**src/rtl/fifo_irq_ctrl.sv**
```systemverilog
`timescale 1ns/1ps
module fifo_irq_ctrl #(
  parameter int DEPTH = 128,
  parameter int DW    = 8
) (
  input  logic          clk,
  input  logic          rst_n,
  input  logic          reg_wr,
  input  logic [1:0]    reg_addr,
  input  logic [31:0]   reg_wdata,
  output logic [31:0]   reg_rdata,
  input  logic          fifo_push,
  input  logic [DW-1:0] push_byte,
  input  logic          fifo_pop,
  output logic [DW-1:0] pop_byte,
  input  logic          ev_bus_err,
  input  logic          ev_arb_lost,
  input  logic          ev_done,
  input  logic          ev_addr_ack,
  input  logic          ev_addr_nack,
  output logic          irq,
  output logic          xfer_err
);
  localparam int PW = $clog2(DEPTH);
  localparam int CW = PW + 1;

  localparam logic [1:0] A_CTRL = 2'd0;
  localparam logic [1:0] A_LVL  = 2'd1;
  localparam logic [1:0] A_EN   = 2'd2;
  localparam logic [1:0] A_STAT = 2'd3;

  localparam int B_BUSERR = 0;
  localparam int B_HI     = 2;
  localparam int B_EMPTY  = 3;
  localparam int B_FULL   = 4;
  localparam int B_ARB    = 11;
  localparam int B_DONE   = 12;
  localparam int B_ACK    = 13;
  localparam int B_NACK   = 25;
  localparam int B_FRST   = 16;

  localparam logic [31:0] STAT_MASK = (32'd1 << B_BUSERR) | (32'd1 << B_HI) |
    (32'd1 << B_EMPTY) | (32'd1 << B_FULL) | (32'd1 << B_ARB) |
    (32'd1 << B_DONE) | (32'd1 << B_ACK) | (32'd1 << B_NACK);

  logic [DW-1:0] mem [DEPTH];
  logic [PW-1:0] wr_ptr, rd_ptr;
  logic [CW-1:0] cnt;
  logic [7:0]    hi_thr, lo_thr;
  logic [31:0]   en_q, status_q, set_v, clr_v;
  logic          popped;

  wire wr_ctrl  = reg_wr && reg_addr == A_CTRL;
  wire wr_en    = reg_wr && reg_addr == A_EN;
  wire wr_stat  = reg_wr && reg_addr == A_STAT;
  wire fifo_clr = wr_ctrl && reg_wdata[B_FRST];
  wire full     = cnt == CW'(DEPTH);
  wire empty    = cnt == '0;
  wire do_push  = fifo_push && !full && !fifo_clr;
  wire do_pop   = fifo_pop && !empty && !fifo_clr;

  always_ff @(posedge clk)
    if (do_push) mem[wr_ptr] <= push_byte;

  assign pop_byte = mem[rd_ptr];

  always_ff @(posedge clk or negedge rst_n) begin
    if (!rst_n) begin
      wr_ptr <= '0;
      rd_ptr <= '0;
      cnt    <= '0;
      popped <= 1'b0;
    end else if (fifo_clr) begin
      wr_ptr <= '0;
      rd_ptr <= '0;
      cnt    <= '0;
    end else begin
      if (do_push) wr_ptr <= wr_ptr + PW'(1);
      if (do_pop) begin
        rd_ptr <= rd_ptr + PW'(1);
        popped <= 1'b1;
      end
      case ({do_push, do_pop})
        2'b10:   cnt <= cnt + CW'(1);
        2'b01:   cnt <= cnt - CW'(1);
        default: cnt <= cnt;
      endcase
    end
  end

  always_comb begin
    set_v           = '0;
    set_v[B_BUSERR] = ev_bus_err;
    set_v[B_ARB]    = ev_arb_lost;
    set_v[B_DONE]   = ev_done;
    set_v[B_ACK]    = ev_addr_ack;
    set_v[B_NACK]   = ev_addr_nack;
    set_v[B_HI]     = (hi_thr != '0) && (32'(cnt) >= 32'(hi_thr));
    set_v[B_EMPTY]  = popped && empty;
    set_v[B_FULL]   = full;
  end

  assign clr_v = wr_stat ? (reg_wdata & STAT_MASK) : '0;

  always_ff @(posedge clk or negedge rst_n) begin
    if (!rst_n) begin
      status_q <= '0;
      en_q     <= '0;
      hi_thr   <= '0;
      lo_thr   <= '0;
    end else begin
      status_q <= (status_q & ~clr_v) | set_v;
      if (wr_en) en_q <= reg_wdata & STAT_MASK;
      if (wr_ctrl) begin
        hi_thr <= reg_wdata[15:8];
        lo_thr <= reg_wdata[7:0];
      end
    end
  end

  assign irq      = |(status_q & en_q);
  assign xfer_err = status_q[B_BUSERR] | status_q[B_ARB] | status_q[B_NACK];

  always_comb begin
    case (reg_addr)
      A_CTRL:  reg_rdata = {16'd0, hi_thr, lo_thr};
      A_LVL:   reg_rdata = 32'(cnt);
      A_EN:    reg_rdata = en_q;
      default: reg_rdata = status_q;
    endcase
  end

  p_level_bound_r3: assert property (@(posedge clk) disable iff (!rst_n)
    32'(cnt) <= DEPTH);

  p_full_holds_r3: assert property (@(posedge clk) disable iff (!rst_n)
    full && fifo_push && !fifo_pop && !fifo_clr |=> full);

  p_event_sets_r6: assert property (@(posedge clk) disable iff (!rst_n)
    ev_arb_lost |=> status_q[B_ARB]);

  p_sticky_r7: assert property (@(posedge clk) disable iff (!rst_n)
    !wr_stat |=> ((status_q & $past(status_q)) == $past(status_q)));

  p_set_wins_r8: assert property (@(posedge clk) disable iff (!rst_n)
    ev_bus_err && wr_stat |=> status_q[B_BUSERR]);

  p_mask_off_r9: assert property (@(posedge clk) disable iff (!rst_n)
    wr_en && reg_wdata == '0 |=> !irq);

  p_fifo_reset_r10: assert property (@(posedge clk) disable iff (!rst_n)
    fifo_clr |=> cnt == '0);
endmodule

```
**config.mk**
```make
export PLATFORM = sky130hd
export DESIGN_NAME = fifo_irq_ctrl
export DESIGN_NICKNAME = d
export VERILOG_FILES = /design/src/rtl/fifo_irq_ctrl.sv
export SDC_FILE = /design/constraint.sdc
export NUM_CORES = 1
export LEC_CHECK = 0
export ABC_AREA = 0
export BUFFER_PORTS_ARGS = -buffer_cell sky130_fd_sc_hd__buf_2
export CAP_MARGIN = 5
export CORE_MARGIN = 2
export CORE_UTILIZATION = 39
export DETAILED_ROUTE_END_ITERATION = 12
export PLACE_DENSITY = 0.57
export SETUP_SLACK_MARGIN = 0.02
export SLEW_MARGIN = 10
export SYNTH_ARGS = -nofsm -noshare
export SYNTH_HDL_FRONTEND = slang
export SYNTH_SLANG_ARGS = --single-unit
```
**constraint.sdc**
```tcl
create_clock -name clk -period 9 [get_ports clk]
set_clock_uncertainty 0.15 [all_clocks]
set_input_delay 1.35 -clock clk [delete_from_list [all_inputs] [get_ports clk]]
set_output_delay 1.35 -clock clk [all_outputs]
set_load 0.05 [all_outputs]
```
Yosys cells after proc, flatten, opt, wreduce, memory -nomap -nowiden
Memory sizes are Yosys's and may differ from the RTL's.
Cells that the tools add are included.
Cells by class
  bitwise logic cells: 7
  mux-type cells: 10
  $lt $le $gt $ge: 1
  reduce and logical (&&, ||, !) cells: 21
  equal/unequal tests: 6
  add/sub/neg operators: 4
Operators with widths (number)
  one-hot mux 32 bit (3 select lines): 1
  bitwise AND 32 x 26 -> 32 bit: 1
  bitwise AND 32 bit: 1
  NOT 26 -> 32 bit: 1
  OR 32 x 26 -> 32 bit: 1
  OR reduction 32 bit: 1
  2-to-1 mux 7 bit: 4
  2-to-1 mux 26 bit: 1
  one-hot mux 8 bit (2 select lines): 1
  adder 7 x 1 -> 7 bit, second input constant: 2
  logical AND 1 bit: 10
  adder 8 x 1 -> 8 bit, second input constant: 1
  == test 8 bit, second input constant: 1
  >= comparator 8 bit: 1
  zero test 8 bit: 1
  2-to-1 mux 8 bit: 1
  nonzero test 8 bit: 1
  subtractor 8 x 1 -> 8 bit, second input constant: 1
  == test 2 bit, second input constant: 3
  == test 2 x 1 -> 1 bit, second input constant: 2
  nonzero test 2 bit: 2
  zero test 1 bit: 3
  nonzero test 3 bit: 1
  zero test 2 bit: 1
  4 further kinds: 6
Storage, ports and cells
  bits in registers: 79
  memories: 1
  output and inout bits: 42
  input bits: 52
  bits in writable memories: 1024
  logic and storage cells: 58
Memory list
  mem: depth 128, bits a word 8, read ports 1, clocked after Yosys merged registers in 0, write ports 1, line 46  | logic [DW-1:0] mem [DEPTH];

Depth between registers and ports, before layout
Gate-level depths: netlist (run 1).
  depth in word-level cells: 8
  depth in mapped cells: 13
  mapped depth without buffers: 10

Worst setup path before layout (run 1)
Ideal clock, no wire load.
  path kind: in2reg
  start point: in reg_addr[0]
  end point: reg cnt[7]
  arrival time: 4.293 ns
  stages: 13
  setup time: 0.125 ns
  path slack: 4.432 ns
  buffers on the path: 3
  required time: 8.725 ns
  cell sequence: buf_2 -> nor2_1 -> and3_1 -> clkbuf_1 -> clkbuf_1 -> nor3_1 -> ha_1 -> a21oi_1 -> o21ai_0 -> a2111oi_0 -> nor3_1 -> mux2i_1 -> mux2_2
On the way
  cells in the longest elaborated chain, start to end: 8
  elaborated cells between the ends (all ways): 11
  classes of those cells: eq/ne: 2; mux: 2; reduce/logical: 7
Ends and longest elaborated chain
  start, declared: line 9  | input logic [1:0] reg_addr,
  zero test 2 bit (*): line 53  | wire wr_ctrl = reg_wr && reg_addr == A_CTRL;
  logical AND 1 bit (*): line 53
  logical AND 1 bit (*): line 56  | wire fifo_clr = wr_ctrl && reg_wdata[B_FRST];
  zero test 1 bit: line 59, 60
  logical AND 1 bit (on tied branches): line 60, 59
  == test 2 x 1 -> 1 bit or == test 2 bit (tied branches): line 83  | case ({do_push, do_pop})
  one-hot mux 8 bit (2 select lines): line 83
  2-to-1 mux 8 bit: line 73  | end else if (fifo_clr) begin
  end signal, assigned: line 84  | 2'b10: cnt <= cnt + CW'(1);
  end signal, assigned: line 85  | 2'b01: cnt <= cnt - CW'(1);
  end signal, assigned: line 86  | default: cnt <= cnt;
  end, declared: line 48  | logic [CW-1:0] cnt;
Mark *: on every way between the ends. The rest lies on a longest branch, timed or not.
A chain may end at the register's enable or synchronous reset.

Worst setup path after layout (run 1)
  start point: reg rd_ptr[3]
  end point: out pop_byte[5]
On the way
  cells in the longest elaborated chain, start to end: 1
Ends and longest elaborated chain
  start, declared: line 47  | logic [PW-1:0] wr_ptr, rd_ptr;
  start signal, assigned: line 80  | rd_ptr <= rd_ptr + PW'(1);
  memory read (128 x 8 bit)
  end, declared: line 15  | output logic [DW-1:0] pop_byte,
No other way between the ends.

==> flow_summary.ini, run 1 <==
[outcome]
status = complete, no violations

[logic_synthesis]
yosysWarnings = 0
async_flop_share_pct = 5.097
synthMostInstantiatedCell = edfxtp_1
ys_seq_elements = 1079
avgSynthCellArea_um2 = 19.43
yosysTopAreaCell = edfxtp_1
synth-seq-area-share_pct = 74.86
ys_types = 64
netlist.area_leader.share_pct = 71.66
syn_inst = 2208
synthTopCellsByArea = edfxtp_1, mux4_2, dfrtp_1, mux2i_1, nor2_1
synth_edf_count = 1024
synth_common_cells = edfxtp_1, mux4_2, nor2_1, mux2i_1, nand2_1
synth_flop_cell = edfxtp_1
syn-cell-area_mm2 = 0.04291

[grt]
grt_pass1_wl_mm = 152.0
grt_overflow = 0
grt_use_total_pct = 18.54
grt_max_degree = 115
antenna_found_initial = 3
grt_pass1_vias = 21720

[flow_run]
drv_cap = 0

[finish]
finalNetCount = 2361
register_area_mm2 = 0.03213
multi_input_area_mm2 = 0.009983
diodes = 0
fin_cells = 3796
fillers = 9250
final_util_pct = 44.29
area_growth_pct = 12.51
drive_above_1_share_pct = 20.86

[routing]
vias = 21566
viasPerCell = 5.681
drtPass1Iterations = 7
drc = 0
route.antenna.remaining_nets = 0
drt_iter0_drc = 2103
post_drt_wl_per_cell_um = 27.47
wirelength_mm = 104.3

[clocking]
path_clk_slew_ns = 0.06
cts_hold_buf = 0
clk_latency_ns = 0.68
root_buffer = clkbuf_16
cts_max_path_buffers = 3
cts-resized-gates = 0
post_cts_buffers = 0
cts_sinks = 1079
cts_buffers = 111
cts_tree = yes
htreeDepth = 3

[sta]
setup_viol = 0
finalCritPeriodShare_pct = 71.27
period_needed_ns = 6.414
rsz0062_at_grt = false
hold_violations = 0
fmax_mhz = 155.9
fin_hold_ws_ns = 0.3383
slew_headroom_pct = 23.15
timing_worst_slew_pin_value_ns = 1.153
slew_violations = 0
tns_ns = 0

[setup_path]
critPathRequiredTime_ns = 7.50
cp-end-kind = output port
startpoint_type = register
critPathKind = reg2out
critPathMaxFanout = 21
arrival_ns = 4.91

[floorplan]
rows = 121
core_area_mm2 = 0.1090
num_io_pins = 94
die_width_um = 335.7
start_util_pct = 39.37
die_area_mm2 = 0.1127
chipHeight_um = 335.7

[power]
ir_worst_vdd_mv = 0.2580
leakage_uw = 0.01538
p_per_area_mw_per_mm2 = 297.1
total_power_uw = 14350

[place]
dp_hpwl_mm = 62.78
dp.cells = 3593
gp_congestion = 0.7962
port_buffers = 64

[hold_path]
hp-class = reg2reg
## final cells by class
class                           count  area share, %
Timing Repair Buffer               94          1.275
Multi-Input combinational cell    994          20.68
Tap cell                         1414          3.664
Sequential cell                  1079          66.56
Inverter                           12        0.09330
Clock inverter                     62          1.441
Clock buffer                      141          6.292
## cells in the final DEF (no fill, tap or decap), types with 44 or more instances in the layout
| cell | instances |
|---|---|
| edfxtp_1 | 1024 |
| mux4_2 | 198 |
| nor2_1 | 163 |
| clkbuf_16 | 117 |
| mux2i_1 | 116 |
| nand2_1 | 85 |
| a22oi_1 | 57 |
| buf_2 | 56 |
| dfrtp_1 | 53 |
| a211oi_1 | 44 |
## per-stage QoR
| step | setup WS (ns) | instance area (um^2) |
|---|---|---|
| floorplan | 4.432 | 42970 |
| global placement | 3.391 | 44550 |
| detailed placement | 3.330 | 44550 |
| CTS | 2.605 | 48280 |
| global route | 2.496 | 48280 |
| finish | 2.586 | 48280 |
## critical path, stage by stage, from the launching register on
cell and delay (ns):
dfrtp_1 0.78, and2_1 0.59, buf_4 0.49, nand2b_1 0.43, o22ai_1 0.34, a211oi_1 0.16
a211oi_1 0.74, o32a_1 0.38, buf_2 0.30
## report_power, final
group          switching (uW)  internal (uW)  total, uW
combinational            2380           1460       3840
sequential                188           5620       5810
clock                    1880           2810       4690
## worst paths after layout
check	endpoint	cells after the start	start	slack, ns
max in group asynchronous	rd_ptr[0]$_DFFE_PN0P_	2	rst_n	7.41
min in group asynchronous	status_q[25]$_DFF_PN0_	2	rst_n	0.69
max reg2reg	cnt[7]$_DFFE_PN0P_	10	cnt[1]$_DFFE_PN0P_	4.54
min reg2reg	popped$_DFFE_PN0P_	1	popped$_DFFE_PN0P_	0.34
min	popped$_DFFE_PN0P_	1	popped$_DFFE_PN0P_	0.34
max	pop_byte[5]	8	rd_ptr[3]$_DFFE_PN0P_	2.59
## registers in the layout, summed over array words and instances (netlist names)
signal    count
mem        1024
cnt           8
en_q          8
hi_thr        8
lo_thr        8
status_q      8
rd_ptr        7
wr_ptr        7
popped        1
## per-layer routing
| metal | wire (um) | global-route usage, % |
|---|---|---|
| met1 | 44480 | 26.49 |
| met2 | 50300 | 29.79 |
| met5 | 0 | 0 |
| met4 | 2156 | 4.379 |
| met3 | 7360 | 3.119 |
## cell families after synthesis
logic type | count (synthesis) | synth area share (%)
DFF | 1079 | 74.86
muxes | 350 | 14.39
and+or+nand+nor | 330 | 3.315
AOI/OAI and AO/OA | 266 | 4.516
buffers and inverters | 149 | 2.064
adders and majority gates | 17 | 0.5132
xor gates and xnor gates | 16 | 0.3265
other | 1 | 0.008739
No activity file was read; power rests on OpenSTA's default activity.
==> run 2, diff against run 1 <==
Clock period 9 ns to 6.5 ns, I/O delays scaled along.
==> flow_summary.ini, run 2 (synthesized netlist as in run 1, its figures left out) <==
[grt]
grt_overflow = 0
grt_max_degree = 101
grtUsageMet2_pct = 29.21
use_met3_pct = 4.377
top_usage_layer = met2
grt_pass1_wl_mm = 152.1
grt_use_total_pct = 18.62
grt_pass1_vias = 21899
antenna_found_initial = 7
grtUsageMet1_pct = 25.77

[setup_path]
startpoint_type = register
arrival_ns = 4.70
crit_path_top_delay_cell = a211oi_1
path_cells = and2_1 > nand2_1 > o22ai_1 > a211oi_1 > a211oi_1 > o32a_1 > buf_2
critPathRequiredTime_ns = 5.37
critPathKind = reg2out
crit_top_cell = a211oi_1
critPathMaxFanout = 9
reg2reg_slack_ns = 2.09
worst_path_largest_cell_delay_ns = 0.84
critPathTopFamily = compound AO/OA/AOI/OAI gates
cp-end-kind = output port
timing.critical_path.buf_inv = 1

[clocking]
path_clk_slew_ns = 0.06
cts_hold_buf = 0
cts-resized-gates = 0
cts_tree = yes
cts_max_path_buffers = 3
cts_buffers = 111
root_buffer = clkbuf_16
clk_latency_ns = 0.69
cts_sinks = 1079
htreeDepth = 3
post_cts_buffers = 0

[floorplan]
start_util_pct = 39.37
die_width_um = 335.7
num_io_pins = 94
rows = 121
die_area_mm2 = 0.1127
core_area_mm2 = 0.1090
chipHeight_um = 335.7

[routing]
drtPass1Iterations = 5
wirelength_mm = 105.0
vias = 21530
viasPerCell = 5.644
route.antenna.remaining_nets = 0
drc = 0
drt_iter0_drc = 2379
post_drt_wl_per_cell_um = 27.53

[finish]
finalNetCount = 2375
final_common_cell = edfxtp_1
drive_above_1_share_pct = 21.25
largest_reg_flops = 1024
final_cell_mix = edfxtp_1, mux4_2, nor2_1, mux2i_1, clkbuf_16
area_growth_pct = 12.55
top_register = mem

[sta]
rsz0062_at_grt = false
period_needed_ns = 5.830
slew_violations = 0
hold_violations = 0
fmax_mhz = 171.5
timing_worst_slew_pin_value_ns = 1.160
setup_viol = 0
tns_ns = 0
finalCritPeriodShare_pct = 89.69
slew_headroom_pct = 22.66

[place]
dp_hpwl_mm = 63.45
port_buffers = 64
gp_congestion = 0.8013

[power]
combPwrFrac_pct = 27.4
total_power_uw = 19790
p_int_uw = 13570
ir_worst_vdd_mv = 0.2543
p_sw_share_pct = 31.45
clkPwrFrac_pct = 31.9
leakage_uw = 0.01541
p_seq_share_pct = 40.8
p_per_area_mw_per_mm2 = 409.8
switching_power_uw = 6225

[hold_path]
hp-class = in2async

[flow_run]
drv_cap = 0

[outcome]
status = complete, no violations
run 2: worst paths after layout:
kind | depth (start not counted) | from | endpoint
max | 7 | rd_ptr[2]$_DFFE_PN0P_ | pop_byte[2]
min | 2 | rst_n | status_q[11]$_DFF_PN0_
max reg2reg | 10 | cnt[1]$_DFFE_PN0P_ | cnt[7]$_DFFE_PN0P_
min reg2reg | 1 | popped$_DFFE_PN0P_ | popped$_DFFE_PN0P_
max in group asynchronous | 2 | rst_n | rd_ptr[0]$_DFFE_PN0P_
min in group clk | 2 | ev_addr_nack | status_q[25]$_DFF_PN0_
run 2: worst reg2reg max path, cell delays in order, from the launching register on:
cell	delay, ns
dfrtp_1	0.51
or4_4	0.56
o31a_1	0.48
nor3_1	0.80
ha_1	0.37
a21oi_1	0.19
o21ai_0	0.13
a2111oi_0	0.41
nor3_1	0.16
mux2i_1	0.19
mux2_2	0.35
run 2: routing by layer:
| metal | wire length (um) | part of all wire, % |
|---|---|---|
| met1 | 44840 | 43 |
| met2 | 49290 | 47 |
| met3 | 7717 | 7.3 |
| met4 | 3123 | 3.0 |
| met5 | 65 | 0.062 |
run 2: power by group through the flow:
stage / clock (uW) / combinational (uW) / sequential (uW)
floorplan: 0 / 3770 / 8010
global placement: 0 / 5390 / 8210
detailed placement: 0 / 5440 / 8220
CTS: 6400 / 5450 / 8070
global route: 6680 / 5700 / 8100
finish: 6300 / 5410 / 8070
run 2: cell type report:
type,count,area (um^2)
Fill cell,9288,60710
Sequential cell,1079,32130
Multi-Input combinational cell,994,9983
Clock buffer,140,2992
Tap cell,1414,1769
Timing Repair Buffer,108,758.2
Clock inverter,67,615.6
Inverter,12,45.04
Antenna cell,1,2.502
run 2: stage by stage:
step	std cells	hold WS [ns]	area, um^2	util, %	setup slack, ns
global route	3814	0.3048	48300	44.31	0.4946
CTS	3814	0.2873	48300	44.31	0.7785
floorplan	2222	0.2937	42970	-	2.307
finish	3815	0.2862	48300	44.31	0.6704
global placement	3607	0.3169	44690	41.00	1.592
detailed placement	3607	0.3264	44690	41.00	1.531
